**config.mk**
```make
export PLATFORM = sky130hd
export DESIGN_NAME = hiccup_sequencer
export DESIGN_NICKNAME = d
export VERILOG_FILES = /design/src/rtl/hiccup_pkg.sv /design/src/rtl/hiccup_neg_streak.sv /design/src/rtl/hiccup_timer.sv /design/src/rtl/hiccup_sequencer.sv
export SDC_FILE = /design/constraint.sdc
export NUM_CORES = 1
export LEC_CHECK = 0
export CAP_MARGIN = 10
export CORE_MARGIN = 8
export CORE_UTILIZATION = 55
export CTS_BUF_LIST = sky130_fd_sc_hd__clkbuf_4 sky130_fd_sc_hd__clkbuf_8
export CTS_CLUSTER_DIAMETER = 200
export DETAILED_ROUTE_END_ITERATION = 8
export GPL_ROUTABILITY_DRIVEN = 0
export PLACE_DENSITY = 0.79
export SLEW_MARGIN = 20
export SYNTH_ARGS = -nofsm -noshare
export SYNTH_HDL_FRONTEND = slang
export SYNTH_SLANG_ARGS = --single-unit
```
**constraint.sdc**
```tcl
create_clock -name clk -period 2.93 [get_ports clk]
set_clock_uncertainty 0.2 [all_clocks]
set_input_delay 0.293 -clock clk [delete_from_list [all_inputs] [get_ports clk]]
set_output_delay 0.293 -clock clk [all_outputs]
set_load 0.005 [all_outputs]
```
**src/rtl/hiccup_pkg.sv**
```systemverilog
package hiccup_pkg;

    typedef enum logic [1:0] {
        ST_OFF  = 2'd0,
        ST_SS   = 2'd1,
        ST_RUN  = 2'd2,
        ST_HIC  = 2'd3
    } seq_state_e;

    typedef enum logic [1:0] {
        CAUSE_NONE     = 2'd0,
        CAUSE_RUNAWAY  = 2'd1,
        CAUSE_UV       = 2'd2,
        CAUSE_NEGRUN   = 2'd3
    } fault_cause_e;

    typedef struct packed {
        seq_state_e   state;
        fault_cause_e cause;
    } seq_regs_t;

endpackage

```
**src/rtl/hiccup_neg_streak.sv**
```systemverilog
// Counts consecutive switching cycles that each contained a sink-limit event.
module hiccup_neg_streak #(
    parameter int NEG_RUN = 16
) (
    input  logic clk,
    input  logic rst_n,
    input  logic clear,
    input  logic tick,
    input  logic evt,
    output logic hit
);
    localparam int SW = (NEG_RUN > 2) ? $clog2(NEG_RUN) : 1;

    typedef struct packed {
        logic [SW-1:0] cnt;
        logic          seen;
    } streak_t;

    streak_t cur_q, nxt_d;
    logic    cycle_had;

    always_comb begin
        nxt_d     = cur_q;
        cycle_had = cur_q.seen | evt;
        hit       = tick && cycle_had && (cur_q.cnt == SW'(NEG_RUN - 1));
        if (clear) begin
            nxt_d.cnt  = '0;
            nxt_d.seen = 1'b0;
        end else if (tick) begin
            nxt_d.seen = 1'b0;
            if (!cycle_had || hit) nxt_d.cnt = '0;
            else                   nxt_d.cnt = cur_q.cnt + 1'b1;
        end else if (evt) begin
            nxt_d.seen = 1'b1;
        end
    end

    always_ff @(posedge clk or negedge rst_n) begin
        if (!rst_n) cur_q <= '0;
        else        cur_q <= nxt_d;
    end
endmodule

```
**src/rtl/hiccup_timer.sv**
```systemverilog
// Counts switching cycles while the sequencer sits in hiccup.
module hiccup_timer #(
    parameter int TIMEOUT_CYCLES = 32768
) (
    input  logic clk,
    input  logic rst_n,
    input  logic clear,
    input  logic tick,
    output logic expire
);
    localparam int TW = (TIMEOUT_CYCLES > 2) ? $clog2(TIMEOUT_CYCLES) : 1;

    logic [TW-1:0] cnt_q, cnt_d;

    always_comb begin
        cnt_d  = cnt_q;
        expire = tick && (cnt_q == TW'(TIMEOUT_CYCLES - 1));
        if (clear)       cnt_d = '0;
        else if (expire) cnt_d = '0;
        else if (tick)   cnt_d = cnt_q + 1'b1;
    end

    always_ff @(posedge clk or negedge rst_n) begin
        if (!rst_n) cnt_q <= '0;
        else        cnt_q <= cnt_d;
    end
endmodule

```
**src/rtl/hiccup_sequencer.sv**
```systemverilog
module hiccup_sequencer
    import hiccup_pkg::*;
#(
    parameter int TIMEOUT_CYCLES = 32768,
    parameter int NEG_RUN        = 16
) (
    input  logic       clk,
    input  logic       rst_n,
    input  logic       enable,
    input  logic       cycle_tick,
    input  logic       ss_done,
    input  logic       uv_flag,
    input  logic       ot_flag,
    input  logic       runaway_evt,
    input  logic       neg_lim_evt,
    output logic       sw_inhibit,
    output logic       ss_discharge,
    output logic       lowside_only,
    output logic [1:0] state_o,
    output logic [1:0] fault_cause
);
    seq_regs_t cur_q, nxt_d;
    logic      streak_clear, streak_hit;
    logic      timer_clear, timer_expire;
    logic      active;

    assign active       = (cur_q.state == ST_SS) || (cur_q.state == ST_RUN);
    assign streak_clear = !active;
    assign timer_clear  = (cur_q.state != ST_HIC);

    hiccup_neg_streak #(.NEG_RUN(NEG_RUN)) i_streak (
        .clk   (clk),
        .rst_n (rst_n),
        .clear (streak_clear),
        .tick  (cycle_tick),
        .evt   (neg_lim_evt),
        .hit   (streak_hit)
    );

    hiccup_timer #(.TIMEOUT_CYCLES(TIMEOUT_CYCLES)) i_timer (
        .clk    (clk),
        .rst_n  (rst_n),
        .clear  (timer_clear),
        .tick   (cycle_tick),
        .expire (timer_expire)
    );

    always_comb begin
        nxt_d = cur_q;
        if (!enable || ot_flag) begin
            nxt_d.state = ST_OFF;
        end else begin
            unique case (cur_q.state)
                ST_OFF: nxt_d.state = ST_SS;
                ST_SS, ST_RUN: begin
                    if (runaway_evt) begin
                        nxt_d.state = ST_HIC;
                        nxt_d.cause = CAUSE_RUNAWAY;
                    end else if ((cur_q.state == ST_RUN) && uv_flag) begin
                        nxt_d.state = ST_HIC;
                        nxt_d.cause = CAUSE_UV;
                    end else if (streak_hit) begin
                        nxt_d.state = ST_HIC;
                        nxt_d.cause = CAUSE_NEGRUN;
                    end else if ((cur_q.state == ST_SS) && ss_done) begin
                        nxt_d.state = ST_RUN;
                    end
                end
                ST_HIC: if (timer_expire) nxt_d.state = ST_SS;
                default: nxt_d.state = ST_OFF;
            endcase
        end
    end

    always_ff @(posedge clk or negedge rst_n) begin
        if (!rst_n) begin
            cur_q.state <= ST_OFF;
            cur_q.cause <= CAUSE_NONE;
        end else begin
            cur_q <= nxt_d;
        end
    end

    assign sw_inhibit   = !active;
    assign ss_discharge = !active;
    assign lowside_only = (cur_q.state == ST_HIC);
    assign state_o      = cur_q.state;
    assign fault_cause  = cur_q.cause;
endmodule

```
==> results of run 1 <==
[power groups by stage]
stage	combinational (mW)	sequential, mW	clock, mW
final	0.0788	0.347	0.143
after floorplan	0.0340	0.353	0
after global placement	0.0776	0.353	0
after CTS	0.0801	0.347	0.149
after global routing	0.0880	0.349	0.162
after detailed placement	0.0797	0.354	0
[stage by stage]
stage          setup WS, ns  utilization (%)  power (mW)  hold WS (ns)  instance area [um^2]
5_1_grt               0.480             64.2       0.599         0.156                  1560
6_report              0.572             64.2       0.569         0.124                  1560
2_1_floorplan         0.834                -       0.387        -0.203                  1380
3_3_place_gp          0.540             63.3       0.431         0.293                  1540
3_5_place_dp          0.449             63.3       0.433         0.310                  1540
4_1_cts               0.563             64.2       0.576         0.127                  1560
[cell usage in the layout (no fill, tap or decap), drive strengths merged, types with 2 or more instances in the layout]
cell / n
o2bb2ai: 2
nor2: 16
clkdlybuf4s50: 15
inv: 8
nand4: 8
a21oi: 7
nor4: 4
o21ai: 10
o22ai: 2
and2: 2
and4: 2
o211ai: 2
ha: 5
xor2: 5
nor3: 3
mux2i: 2
clkbuf: 3
or3: 5
nand2b: 3
nand2: 18
xnor2: 2
dfrtp: 24
nand3: 5
[path summary, 6_finish.rpt]
kind | from | end | slack, ns
worst min-delay path | rst_n | i_timer.cnt_q[13] | 0.12
worst max-delay path | state_o[0] | sw_inhibit | 0.57
worst max register to register | state_o[0] | i_timer.cnt_q[11] | 0.65
min in group clk | fault_cause[1] | fault_cause[1] | 0.33
max in group asynchronous | rst_n | fault_cause[1] | 2.17
worst min register to register | fault_cause[1] | fault_cause[1] | 0.33
[critical path: stages (launching register included)]
cell and delay (ns):
dfrtp_1 0.45, inv_1 0.06, ha_1 0.47, clkdlybuf4s50_1 0.57
[metal layers]
layer | GRT usage [%] | share of wire (%) | routed length [um]
met3 | 3.22 | 5.1 | 152
met4 | 5.33 | 0.95 | 28
met2 | 24.7 | 49 | 1450
met5 | 0 | 0 | 0
met1 | 18.2 | 45 | 1320
[cells by family (layout without fill, tap and decap cells)]
group	Yosys count	after routing	synth area share (%)
multiplexers	2	2	1.45
AND/OR/NAND/NOR	70	70	26.2
XOR/XNOR	7	7	4.45
adder cells (fa/ha/maj)	5	5	4.55
buffers and inverters	13	27	4.55
flip-flops	24	24	43.6
AO/OA/AOI/OAI	31	31	15.2
[registers in the layout, indices dropped and copies added (netlist names)]
name,flops
i_streak.cur_q,5
state_o,2
fault_cause,2
i_timer.cnt_q,15
[layout make-up]
cell class              instances  share of cell area (%)
repair buffers                 16                    10.1
inverters                       8                    1.92
well taps                      30                    2.40
multi-input cells             115                    45.7
clock buffers                   3                    1.44
flip-flops and latches         24                    38.5
==> run_results.csv, run 1 <==
group,metric,value,unit
global_route,grt_overflow,0,
placed_design,dp_hpwl,2.24,mm
hold_path,worstHoldPathType,"input port to async pin",
pwr,p_per_area,364,nW/um^2
logic_synthesis,yosys.cell_types.count,39,
pwr,internal_power,0.430,mW
cells_and_area,multi_input_area,713,um^2
cts,cts_setup_buffers,0,
global_route,grt_max_degree,25,
cts,cts_buffers,3,
pwr,power_frac_comb,13.9,%
route,postRouteAntennaNets,0,
critical_path,crit_path_end_kind,"output port",
floorplanning,num_rows,18,
pwr,p_switching,0.138,mW
critical_path,worst_ep_arrival_time,1.86,ns
cells_and_area,drive_above_1_share,4.22,%
floorplanning,die_h,66.0,um
logic_synthesis,netlist_instances,152,
pwr,max-vdd-ir-drop,0.000228,V
pwr,power.static_leakage,0.626,nW
logic_synthesis,synthArstFlopShare,100,%
placed_design,port_buffers,15,
route,drc,0,
critical_path,path_max_fanout,10,
global_route,antenna_found_initial,0,
cts,cts_resized,0,
cells_and_area,fillers,200,
cts,ctsLongestPathBuffers,2,
status,status,"finished clean",
logic_synthesis,synth-seq-cells,24,
critical_path,path_class,"flip-flop to output port",
timing,hold_viol,0,
logic_synthesis,syn_avg_cell_area,9.05,um^2
logic_synthesis,synth-seq-area-share,43.6,%
critical_path,startpoint_type,"flip-flop",
logic_synthesis,synth_area,1380,um^2
route,drt_iter0_drc,70,
cells_and_area,synthToLayoutAreaGrowth,13.5,%
global_route,grt_pass1_wl,5.26,mm
pwr,clkPwrFrac,25.1,%
floorplanning,die_w,66.0,um
timing,finalSetupTns,0,ns
cts,clockRootBuffer,"clkbuf_4",
logic_synthesis,synth.most_common_cell,"dfrtp_1",
floorplanning,io_pins,16,
route,wl_per_cell,15.1,um
logic_synthesis,synth_edf_count,0,
cts,cts_tree,"built",
pwr,seqPwrFrac,61.0,%
placed_design,dp.cells,193,
logic_synthesis,synth_area_leaders,"dfrtp_1 (44%), nand2_1 (4.9%), ha_1 (4.5%)",
logic_synthesis,synth_top_flop_cell,"dfrtp_1",
timing,slew_headroom,74.0,%
timing,rsz0062_at_grt,"false",
floorplanning,die_area,4360,um^2
floorplanning,design.core.area,2430,um^2
timing,post-route-min-period,2.36,ns
logic_synthesis,yosys-top-cells-count,"dfrtp_1 (24), nand2_1 (18), nor2_1 (16), o21ai_0 (9), inv_1 (8)",
route,drtPass1Iterations,4,
critical_path,r2r_cells,5,
pwr,sw_frac_of_total,24.3,%
timing,worstMarginPinSlew,0.389,ns
cts,h-tree-depth,1,
global_route,grt.total_usage,14.8,%
timing,fin_crit_sh,80.5,%
cells_and_area,antenna_cells,0,
floorplanning,start_util,56.6,%
route,via_per_inst,6.03,
cells_and_area,fin_cells,196,
cts,cts.clk_slew.worst_paths,0.13,ns
logic_synthesis,yosysTopAreaCell,"dfrtp_1",
logic_synthesis,syn_nets,166,
logic_synthesis,yosysTopAreaCellShare,43.6,%
route,dr_total_vias,1182,
timing,slew_viol_final,0,
cells_and_area,final_nets,182,
critical_path,critPathRequiredTime,2.44,ns
cts,cts_num_sinks,24,
route,wl,2.95,mm
cells_and_area,regArea,601,um^2
flow_run,cap_violations,0,
cts,clk_latency,0.31,ns
logic_synthesis,synth_warnings,0,
global_route,grt_pass1_vias,1201,
cts,cts_hold_buf,0,
timing,fmax,0.424,GHz
timing,setup_viol,0,
Power figures use the tool's default switching activity.
==> run 2, diff against run 1 <==
clock period = 2.3 ns   (was 2.93 ns; I/O delays follow)
==> run 2 against run 1 <==
  * Register-to-register slack got worse by 0.47 ns
  * Core utilization rose by 3.2 points
  * Flip-flop and latch count unchanged
  * Routed wire length grew 9.5%
  * Non-clock buffer count up 6
  * Sequential power is 28% higher
  * Clock power increased by 120%
  * Hold slack got worse by 0.082 ns
  * Count of clock-buffer cells in the layout unchanged
==> run_results.csv, run 2 (same netlist as run 1, synthesis figures left out) <==
group,metric,value,unit
status,status,"finished clean",
timing,post-route-min-period,2.24,ns
global_route,grt.total_usage,15.2,%
route,drtPass1Iterations,4,
cells_and_area,final_cell_mix,"dfrtp_1 (24), nand2_1 (18), nor2_1 (16)",
critical_path,critPathRequiredTime,1.87,ns
critical_path,worstPathCellList,"inv_1, ha_2, clkdlybuf4s50_1",
critical_path,crit_end,"ss_discharge",
cells_and_area,fin_util,67.4,%
route,drt_iter0_drc,88,
cts,cts_num_sinks,24,
floorplanning,die_area,4360,um^2
timing,slew_viol_final,0,
flow_run,cap_violations,0,
cts,cts.clk_slew.worst_paths,0.14,ns
cells_and_area,synthToLayoutAreaGrowth,19.1,%
floorplanning,start_util,56.6,%
cells_and_area,antenna_cells,0,
global_route,antenna_found_initial,0,
hold_path,worstHoldPathType,"input port to async pin",
global_route,busiest_layer,"met2",
cells_and_area,top_register,"i_timer.cnt_q",
critical_path,r2r_cells,5,
cts,clk_latency,0.33,ns
critical_path,cp-startpoint,"state_o[0]",
route,dr_total_vias,1226,
critical_path,path_class,"flip-flop to output port",
timing,hold_viol,0,
timing,rsz0062_at_grt,"false",
placed_design,port_buffers,15,
floorplanning,num_rows,18,
route,wl,3.24,mm
timing,slew_headroom,69.5,%
cts,clockRootBuffer,"clkbuf_4",
timing,worstMarginPinSlew,0.454,ns
placed_design,dp_hpwl,2.37,mm
placed_design,postPlaceCellArea,1570,um^2
timing,fmax,0.446,GHz
route,postRouteAntennaNets,0,
pwr,total_power,0.870,mW
global_route,grt_overflow,0,
cts,h-tree-depth,1,
global_route,grt_pass1_vias,1219,
global_route,grt_use_met3,2.88,%
global_route,grt_max_degree,25,
pwr,power.static_leakage,0.669,nW
route,drc,0,
cts,ctsLongestPathBuffers,2,
critical_path,cp_slowest_cell,"clkdlybuf4s50_1",
floorplanning,io_pins,16,
critical_path,r2r_start,"i_timer.cnt_q[0]",
critical_path,r2r_end,"state_o[1]",
cells_and_area,largest_reg_flops,15,
critical_path,crit_path_end_kind,"output port",
global_route,grtUsageMet2,25.0,%
cells_and_area,fin_area,1640,um^2
floorplanning,die_w,66.0,um
floorplanning,design.core.area,2430,um^2
global_route,grtUsageMet1,18.4,%
cells_and_area,regArea,601,um^2
route,via_per_inst,6.04,
critical_path,cp.depth,3,
critical_path,max_stage_delay,0.54,ns
timing,setup_viol,0,
cells_and_area,multi_input_area,716,um^2
timing,finalSetupTns,0,ns
floorplanning,die_h,66.0,um
critical_path,path_max_fanout,10,
critical_path,worst_ep_arrival_time,1.81,ns
cells_and_area,final_common_cell,"dfrtp_1",
critical_path,startpoint_type,"flip-flop",
global_route,grt_pass1_wl,5.39,mm
critical_path,r2r_slack,0.18,ns
route,wl_per_cell,15.9,um
cells_and_area,fillers,197,
timing,fin_crit_sh,97.4,%
critical_path,crit_family,"buffers and inverters",
pwr,p_per_area,531,nW/um^2
critical_path,worst-path-buf-inv,2,
cells_and_area,drive_above_1_share,8.67,%
cts,cts_buffers,3,
cells_and_area,reg_top3,"i_timer.cnt_q x15, i_streak.cur_q x5",
pwr,max-vdd-ir-drop,0.000522,V
cts,cts_tree,"built",
cells_and_area,final_nets,188,
## run 2: cell count changes in the layout (fill, tap and decap cells not counted)
cell / previous run / this run
buf_4: 1 / 7
ha_1: 5 / 4
bufinv_16: 0 / 1
ha_2: 0 / 1
## run 2: metal layers
metal  vias to the layer above  wire [um]
met5                         -          0
met4                         0         77
met3                         9        147
met2                        38       1530
met1                       591       1490
li1                        588          -
## run 2: final cells by class
type / count / share of cell area [%]
multi-input cells: 115 / 43.7
flip-flops and latches: 24 / 36.6
repair buffers: 22 / 12.4
well taps: 30 / 2.29
clock inverters: 1 / 1.83
inverters: 8 / 1.83
clock buffers: 3 / 1.37
## run 2: timing repair
action / CTS / global route
setup buffers: 0 / 2
setup endpoints to repair: 2 / 2
hold buffers: 0 / 0
gates resized for setup: 1 / 0
endpoints found under the hold margin: 0 / 0
## run 2: how the worst min path moves through the flow
stage	end	startpoint	slack, ns
final	fault_cause[1]	rst_n	0.04
after global routing	fault_cause[1]	rst_n	0.07
after CTS	fault_cause[1]	rst_n	0.05
after detailed placement	i_streak.cur_q[2]	i_streak.cur_q[2]	0.31
after global placement	i_streak.cur_q[2]	i_streak.cur_q[2]	0.29
after floorplan	fault_cause[0]	rst_n	-0.27
## run 2: report_power, final
group | leakage (nW) | switching (mW) | internal, mW
Combinational | 0.310 | 0.0525 | 0.0599
Clock | 0.0279 | 0.138 | 0.176
Sequential | 0.330 | 0.0100 | 0.433
## run 2: stage by stage
| step | instances | worst slack [ns] | hold slack (ns) |
|---|---|---|---|
| finish | 203 | 0.0602 | 0.0412 |
| global route | 203 | 0.00570 | 0.0662 |
| CTS | 201 | 0.0424 | 0.0480 |
| detailed placement | 197 | 0.0896 | 0.313 |
| global placement | 197 | 0.143 | 0.293 |
| floorplan | 152 | 0.204 | -0.266 |
